[config.mk]
export PLATFORM = sky130hd
export DESIGN_NAME = lsu_lane_unit
export DESIGN_NICKNAME = d
export VERILOG_FILES = /design/src/rtl/lsu_pkg.sv /design/src/rtl/lsu_agen.sv /design/src/rtl/lsu_store_steer.sv /design/src/rtl/lsu_load_extract.sv /design/src/rtl/lsu_lane_unit.sv
export SDC_FILE = /design/constraint.sdc
export NUM_CORES = 1
export LEC_CHECK = 0
export ABC_AREA = 1
export CORE_ASPECT_RATIO = 0.6
export CORE_UTILIZATION = 34
export CTS_CLUSTER_DIAMETER = 40
export DETAILED_ROUTE_END_ITERATION = 16
export DONT_BUFFER_PORTS = 1
export PLACE_DENSITY = 0.54
export SYNTH_ARGS = -nofsm -noshare
export SYNTH_HDL_FRONTEND = slang
export SYNTH_SLANG_ARGS = --single-unit
[constraint.sdc]
create_clock -name clk -period 3 [get_ports clk]
set_input_delay 0.15 -clock clk [delete_from_list [all_inputs] [get_ports clk]]
set_output_delay 0.15 -clock clk [all_outputs]
set_load 0.005 [all_outputs]
[src/rtl/lsu_pkg.sv]
package lsu_pkg;

    localparam int DATA_W_DEF = 32;
    localparam int ADDR_W_DEF = 32;
    localparam int OFF_W_DEF  = 16;

    typedef enum logic [1:0] {
        SZ_BYTE = 2'b00,
        SZ_HALF = 2'b01,
        SZ_WORD = 2'b10,
        SZ_WIDE = 2'b11
    } acc_size_e;

    typedef struct packed {
        acc_size_e size;
        logic      zext;
        logic      io;
        logic      store;
    } req_attr_t;

    function automatic acc_size_e norm_size(input logic [1:0] code);
        return (code == 2'b11) ? SZ_WORD : acc_size_e'(code);
    endfunction

endpackage

[src/rtl/lsu_agen.sv]
module lsu_agen
    import lsu_pkg::*;
#(
    parameter int ADDR_W = ADDR_W_DEF,
    parameter int OFF_W  = OFF_W_DEF,
    parameter int LANE_W = 2
) (
    input  logic [ADDR_W-1:0] base_i,
    input  logic [OFF_W-1:0]  offset_i,
    input  acc_size_e         size_i,
    output logic [ADDR_W-1:0] addr_o,
    output logic              misalign_o
);
    localparam int EXT_W = ADDR_W - OFF_W;

    logic [ADDR_W-1:0] off_ext;

    always_comb begin
        off_ext = {{EXT_W{offset_i[OFF_W-1]}}, offset_i};
        addr_o  = base_i + off_ext;
    end

    always_comb begin
        unique case (size_i)
            SZ_BYTE: misalign_o = 1'b0;
            SZ_HALF: misalign_o = addr_o[0];
            default: misalign_o = |addr_o[LANE_W-1:0];
        endcase
    end

endmodule

[src/rtl/lsu_store_steer.sv]
module lsu_store_steer
    import lsu_pkg::*;
#(
    parameter int DATA_W = DATA_W_DEF,
    parameter int LANES  = DATA_W / 8,
    parameter int LANE_W = $clog2(LANES)
) (
    input  acc_size_e         size_i,
    input  logic [LANE_W-1:0] lane_i,
    input  logic              misalign_i,
    input  logic              store_i,
    input  logic [DATA_W-1:0] src_i,
    output logic [LANES-1:0]  be_o,
    output logic [DATA_W-1:0] data_o
);
    for (genvar i = 0; i < LANES; i++) begin : g_lane
        logic hit_byte;
        logic hit_half;
        logic [7:0] lane_byte;

        always_comb begin
            hit_byte = (lane_i == LANE_W'(i));
            hit_half = (lane_i[LANE_W-1:1] == (LANE_W-1)'(i / 2));
            unique case (size_i)
                SZ_BYTE: be_o[i] = hit_byte & ~misalign_i;
                SZ_HALF: be_o[i] = hit_half & ~misalign_i;
                default: be_o[i] = ~misalign_i;
            endcase
        end

        always_comb begin
            unique case (size_i)
                SZ_BYTE: lane_byte = src_i[7:0];
                SZ_HALF: lane_byte = src_i[8*(i%2) +: 8];
                default: lane_byte = src_i[8*i +: 8];
            endcase
            data_o[8*i +: 8] = store_i ? lane_byte : 8'h00;
        end
    end

endmodule

[src/rtl/lsu_load_extract.sv]
module lsu_load_extract
    import lsu_pkg::*;
#(
    parameter int DATA_W = DATA_W_DEF,
    parameter int LANES  = DATA_W / 8,
    parameter int LANE_W = $clog2(LANES)
) (
    input  logic [DATA_W-1:0] rdata_i,
    input  acc_size_e         size_i,
    input  logic [LANE_W-1:0] lane_i,
    input  logic              zext_i,
    output logic [DATA_W-1:0] data_o
);
    logic [7:0]  sel_byte;
    logic [15:0] sel_half;
    logic [LANE_W-2:0] half_idx;

    always_comb begin
        half_idx = lane_i[LANE_W-1:1];
        sel_byte = rdata_i[8*lane_i +: 8];
        sel_half = rdata_i[16*half_idx +: 16];
        unique case (size_i)
            SZ_BYTE: data_o = {{(DATA_W-8){sel_byte[7] & ~zext_i}}, sel_byte};
            SZ_HALF: data_o = {{(DATA_W-16){sel_half[15] & ~zext_i}}, sel_half};
            default: data_o = rdata_i;
        endcase
    end

endmodule

[src/rtl/lsu_lane_unit.sv]
module lsu_lane_unit
    import lsu_pkg::*;
#(
    parameter int DATA_W = DATA_W_DEF,
    parameter int ADDR_W = ADDR_W_DEF,
    parameter int OFF_W  = OFF_W_DEF,
    parameter int LANES  = DATA_W / 8,
    parameter int LANE_W = $clog2(LANES)
) (
    input  logic              clk,
    input  logic              rst,
    input  logic              req_valid_i,
    input  logic              req_store_i,
    input  logic [1:0]        req_size_i,
    input  logic              req_unsigned_i,
    input  logic              req_io_i,
    input  logic [ADDR_W-1:0] req_base_i,
    input  logic [OFF_W-1:0]  req_offset_i,
    input  logic [DATA_W-1:0] req_wdata_i,
    output logic              mem_valid_o,
    output logic              mem_write_o,
    output logic              mem_io_o,
    output logic [ADDR_W-1:0] mem_addr_o,
    output logic [LANES-1:0]  mem_be_o,
    output logic [DATA_W-1:0] mem_wdata_o,
    output logic              misalign_o,
    input  logic              rsp_valid_i,
    input  logic [DATA_W-1:0] rsp_rdata_i,
    output logic              ld_valid_o,
    output logic [DATA_W-1:0] ld_data_o
);
    req_attr_t         attr_c;
    logic [ADDR_W-1:0] addr_c;
    logic              mis_c;
    logic [LANES-1:0]  be_c;
    logic [DATA_W-1:0] wd_c;
    logic [DATA_W-1:0] ext_c;

    // attributes of the latest load, used to decode its returned word
    acc_size_e         ld_size_q;
    logic              ld_zext_q;
    logic [LANE_W-1:0] ld_lane_q;

    always_comb begin
        attr_c.size  = norm_size(req_size_i);
        attr_c.zext  = req_unsigned_i;
        attr_c.io    = req_io_i;
        attr_c.store = req_store_i;
    end

    lsu_agen #(
        .ADDR_W (ADDR_W),
        .OFF_W  (OFF_W),
        .LANE_W (LANE_W)
    ) u_agen (
        .base_i     (req_base_i),
        .offset_i   (req_offset_i),
        .size_i     (attr_c.size),
        .addr_o     (addr_c),
        .misalign_o (mis_c)
    );

    lsu_store_steer #(
        .DATA_W (DATA_W),
        .LANES  (LANES),
        .LANE_W (LANE_W)
    ) u_steer (
        .size_i     (attr_c.size),
        .lane_i     (addr_c[LANE_W-1:0]),
        .misalign_i (mis_c),
        .store_i    (attr_c.store),
        .src_i      (req_wdata_i),
        .be_o       (be_c),
        .data_o     (wd_c)
    );

    lsu_load_extract #(
        .DATA_W (DATA_W),
        .LANES  (LANES),
        .LANE_W (LANE_W)
    ) u_extract (
        .rdata_i (rsp_rdata_i),
        .size_i  (ld_size_q),
        .lane_i  (ld_lane_q),
        .zext_i  (ld_zext_q),
        .data_o  (ext_c)
    );

    always_ff @(posedge clk) begin
        if (rst) begin
            mem_valid_o <= 1'b0;
            mem_write_o <= 1'b0;
            mem_io_o    <= 1'b0;
            mem_addr_o  <= '0;
            mem_be_o    <= '0;
            mem_wdata_o <= '0;
            misalign_o  <= 1'b0;
            ld_size_q   <= SZ_WORD;
            ld_zext_q   <= 1'b0;
            ld_lane_q   <= '0;
        end else begin
            mem_valid_o <= req_valid_i;
            misalign_o  <= req_valid_i & mis_c;
            if (req_valid_i) begin
                mem_write_o <= attr_c.store;
                mem_io_o    <= attr_c.io;
                mem_addr_o  <= addr_c;
                mem_be_o    <= be_c;
                mem_wdata_o <= wd_c;
                if (!attr_c.store) begin
                    ld_size_q <= attr_c.size;
                    ld_zext_q <= attr_c.zext;
                    ld_lane_q <= addr_c[LANE_W-1:0];
                end
            end
        end
    end

    always_ff @(posedge clk) begin
        if (rst) begin
            ld_valid_o <= 1'b0;
            ld_data_o  <= '0;
        end else begin
            ld_valid_o <= rsp_valid_i;
            if (rsp_valid_i) begin
                ld_data_o <= ext_c;
            end
        end
    end

    // address is base plus sign-extended offset of the previous cycle
    a_r1_addr_sum: assert property (@(posedge clk) disable iff (rst)
        mem_valid_o |-> mem_addr_o == $past(req_base_i)
            + {{(ADDR_W-OFF_W){$past(req_offset_i[OFF_W-1])}}, $past(req_offset_i)});

    // misaligned accesses carry no enables
    a_r2_misalign_quiet: assert property (@(posedge clk) disable iff (rst)
        misalign_o |-> (mem_valid_o && mem_be_o == '0));

    // byte accesses never flag misalignment
    a_r2_byte_aligned: assert property (@(posedge clk) disable iff (rst)
        (mem_valid_o && $past(req_size_i) == 2'b00) |-> !misalign_o);

    // aligned accesses enable one, two or all lanes
    a_r3_be_shape: assert property (@(posedge clk) disable iff (rst)
        (mem_valid_o && !misalign_o) |->
            ($countones(mem_be_o) == 1 || $countones(mem_be_o) == 2
             || $countones(mem_be_o) == LANES));

    // byte access enables exactly one lane
    a_r3_byte_single: assert property (@(posedge clk) disable iff (rst)
        (mem_valid_o && $past(req_size_i) == 2'b00) |-> $countones(mem_be_o) == 1);

    // loads carry no write data
    a_r4_load_no_data: assert property (@(posedge clk) disable iff (rst)
        (mem_valid_o && !mem_write_o) |-> mem_wdata_o == '0);

    // request valid appears on the memory side one cycle later with its attributes
    a_r5_valid_follow: assert property (@(posedge clk) disable iff (rst)
        req_valid_i |=> (mem_valid_o && mem_io_o == $past(req_io_i)
                         && mem_write_o == $past(req_store_i)));

    // load result follows its response by one cycle
    a_r8_ld_follow: assert property (@(posedge clk) disable iff (rst)
        rsp_valid_i |=> ld_valid_o);

endmodule

==> summary.txt <==
Status
  • Status: finished clean

Hold path
  • Worst hold endpoint: mem_wdata_o[10]
  • Hold Crit Start: req_wdata_i[10]
  • Hold WC Path Type: input port to register
  • WHS Path Cells: 4

Power and ir drop
  • Logic gate share of total power: 23.3%
  • Leak pwr: 0.00410 uW
  • Pwr dens: 474 nW/um^2
  • P_sw: 1250 uW
  • Clock network power share: 32.2%
  • Switch share: 33.5%
  • Pint: 2490 uW
  • VDD IR-drop max: 0.250 mV
  • Flop pwr share: 44.6%

Place
  • IO Port Bufs: 0
  • Post-Place Setup Slack: 1020 ps
  • Post-DP HPWL: 18400 um
  • Gp weighted congestion: 0.897
  • Placed Area: 7330 um^2

STA
  • Period Utilization, post-route: 57.6%
  • Final setup viols: 0
  • RSZ-0062 raised after global routing: false
  • FMAX: 579 MHz
  • Worst clock skew: 4.97 ps
  • Slew Limit Fails: 0
  • Tmin final: 1730 ps
  • Rel. slew slack: 27.7%
  • Slew @ Worst Pin: 1080 ps
  • Final Hold Vio Count: 0
  • Setup TNS: 0 ps
  • Setup WS post-layout: 1270 ps

Clock tree
  • Post-CTS setup buffer count: 0
  • Root buf cell: clkbuf_16
  • Insertion delay to the later sink of the worst-skew pair: 360 ps
  • H-Tree Depth: 3
  • # resized after CTS: 0
  • Clk sink count: 110
  • CTS Buffer Depth: 2
  • Hold buffers post-CTS: 26
  • CTS clock-pin slew for the worst setup and hold paths: 80 ps
  • CTS tree: yes
  • Inserted Clock Buffers: 9

GRT
  • Vias in the first global route: 6424
  • Initial antenna violation count: 0
  • Total GRT Usage: 22.5%
  • Grt ovf: 0
  • First-pass GRT wire length: 37200 um
  • Largest net degree at the start of global routing: 62

Routing
  • Met3 routed WL: 2970 um
  • Routed Wire Length: 24600 um
  • Via count: 7324
  • Drt pass-1 iters: 5
  • WL met1: 12300 um
  • Routed wl met2: 9090 um
  • DRC errors left: 0
  • Initial drt markers: 556
  • WL per Instance: 16.7 um
  • Routed Antenna Nets: 0
  • Top Layer Used: met4
  • Via/cell ratio: 4.99

Synthesis
  • Synth cell types: 35
  • EDFF count, synth: 0
  • Synth Flop Type: dfxtp_1
  • Post-synthesis average cell area: 5.98 um^2
  • Async S/R FF share, synth: 0%
  • FF+latch count, synth: 110
  • Sequential area share after synthesis: 30.9%
  • Synthesized cell area: 7120 um^2
  • Yosys Warn Count: 0
  • Post-Syn Nets: 1344
  • Cells after synthesis: 1191

Critical path
  • Flop2flop setup slack: 1270 ps
  • CP most frequent cell: nand2_2
  • Crit path required time: 3290 ps
  • Crit Path Class: register to register
  • Worst-case reg-to-reg path depth: 8
  • Worst Path Buf+Inv: 1
  • Cell Chain, Critical Path: buf_4 > nor3_4 > nand2_2 > nand2_2 > nand2_4 > o211ai_1 > nand2_1 > a21oi_1
  • Critical Path Start Type: register
  • CP Max Fanout: 35
  • CP max stage delay: 420 ps
  • Setup crit end kind: register
  • Critical Path Slowest Stage Cell: nor3_4
  • R2r endpoint: ld_data_o[15]
  • FF-to-FF Start: ld_size_q[1]
  • Critical Path AT: 2020 ps
  • Top Family by Delay on Critical Path: simple AND/OR/NAND/NOR gates

Floorplanning
  • Core area: 20300 um^2
  • Die Ht: 114 um
  • Starting Density: 35.1%
  • FP Rows: 40
  • Die ar.: 21500 um^2
  • Die W: 189 um
  • Ports: 226

Cells and area
  • Number of fillers in the final layout: 2286
  • Final net count: 1344
  • Layout cells sized above 1: 3.34%
  • Final Cell Area: 7890 um^2
  • Area added between synthesis and finish: 10.8%
  • # diodes: 0

Flow run
  • Max Cap Viol: 0
==> cells in the final DEF, fill, tap and decap left out, types with 2 or more instances in the layout <==
| cell type | count |
|---|---|
| nand3_1 | 65 |
| buf_4 | 6 |
| inv_1 | 174 |
| o21ai_0 | 44 |
| xnor2_1 | 9 |
| o211ai_1 | 18 |
| nand2_1 | 451 |
| inv_6 | 2 |
| nor3_1 | 3 |
| clkinv_1 | 3 |
| a21oi_1 | 92 |
| a21oi_2 | 9 |
| nor2_1 | 102 |
| dlygate4sd3_1 | 25 |
| clkbuf_16 | 9 |
| inv_2 | 2 |
| ha_1 | 31 |
| o21bai_1 | 3 |
| dfxtp_1 | 110 |
| clkbuf_1 | 2 |
| clkbuf_8 | 2 |
| nand4_1 | 11 |
| nand2_2 | 2 |
| xor2_1 | 6 |
==> per-layer routing <==
layer	vias up	track usage (%)
met5	-	0
met2	328	29.1
met3	12	8.80
met1	3281	34.4
li1	3703	-
met4	0	3.39
==> worst min-delay path, stage by stage <==
cell and delay, ps:
nand2_1 40, nand2_1 40, nand2_1 50, a21oi_1 50
==> area by class of cell <==
class                   count  area [um^2]  share of cell area [%]
multi-input cells         859         4070                    51.6
flip-flops and latches    110         2200                    27.9
inverters                 179          672                    8.51
well taps                 273          342                    4.33
repair buffers             32          323                    4.09
clock buffers              13          260                    3.30
clock inverters             3         25.0                   0.317
==> worst max-delay path by stage <==
stage / from / end / slack [ps] / depth (start not counted)
after global placement: req_base_i[0] / mem_addr_o[16] / 1100 / 12
after floorplan: req_base_i[0] / mem_addr_o[16] / 1280 / 12
final: ld_size_q[1] / ld_data_o[15] / 1270 / 8
after CTS: ld_size_q[1] / ld_data_o[20] / 1290 / 7
after detailed placement: req_base_i[0] / mem_addr_o[16] / 1020 / 12
after global routing: ld_size_q[1] / ld_data_o[16] / 1140 / 7
==> kinds of logic (layout without fill, tap and decap cells) <==
kind of cell | after synthesis | in the layout | share of synthesized area (%)
XOR/XNOR | 15 | 15 | 1.84
AND/OR/NAND/NOR | 639 | 639 | 35.7
adder cells (fa/ha/maj) | 32 | 32 | 5.73
AO/OA/AOI/OAI | 173 | 173 | 13.8
flip-flops | 110 | 110 | 30.9
buffers and inverters | 222 | 227 | 11.9
==> power groups by stage <==
stage | clock network (uW) | logic, uW | registers, uW
floorplan | 0 | 640 | 1660
global placement | 0 | 797 | 1700
detailed placement | 0 | 801 | 1700
CTS | 1250 | 863 | 1670
global route | 1290 | 987 | 1680
finish | 1200 | 870 | 1670
==> state kept, by name (all words and copies together) (netlist names) <==
register	cells
ld_data_o	32
misalign_o	1
mem_io_o	1
ld_size_q	2
mem_wdata_o	32
mem_be_o	4
mem_valid_o	1
mem_addr_o	32
mem_write_o	1
ld_zext_q	1
ld_valid_o	1
ld_lane_q	2
==> through the flow <==
stage | total power, uW | hold slack, ps | instances | utilization, %
CTS | 3780 | 1.35 | 1469 | 38.9
detailed placement | 2500 | 242 | 1427 | 36.2
floorplan | 2300 | 278 | 1191 | -
global route | 3960 | 2.86 | 1469 | 38.9
global placement | 2500 | 238 | 1427 | 36.2
finish | 3740 | 15.7 | 1469 | 38.9
==> synthesized netlist by cell type, types with 2 or more instances <==
cell	count	area (um^2)
nand2_1	451	1690
inv_1	174	653
dfxtp_1	110	2200
nor2_1	102	383
a21oi_1	92	460
nand3_1	65	325
o21ai_0	44	220
clkbuf_1	34	128
ha_1	31	388
o211ai_1	18	135
nand4_1	11	68.8
a21oi_2	9	78.8
xnor2_1	9	78.8
xor2_1	6	52.6
buf_1	5	18.8
clkinv_1	3	11.3
nor3_1	3	15.0
o21bai_1	3	22.5
buf_2	2	10.0
buf_6	2	22.5
inv_2	2	7.51
nand2_2	2	12.5
No activity file was read; power rests on OpenSTA's default activity.
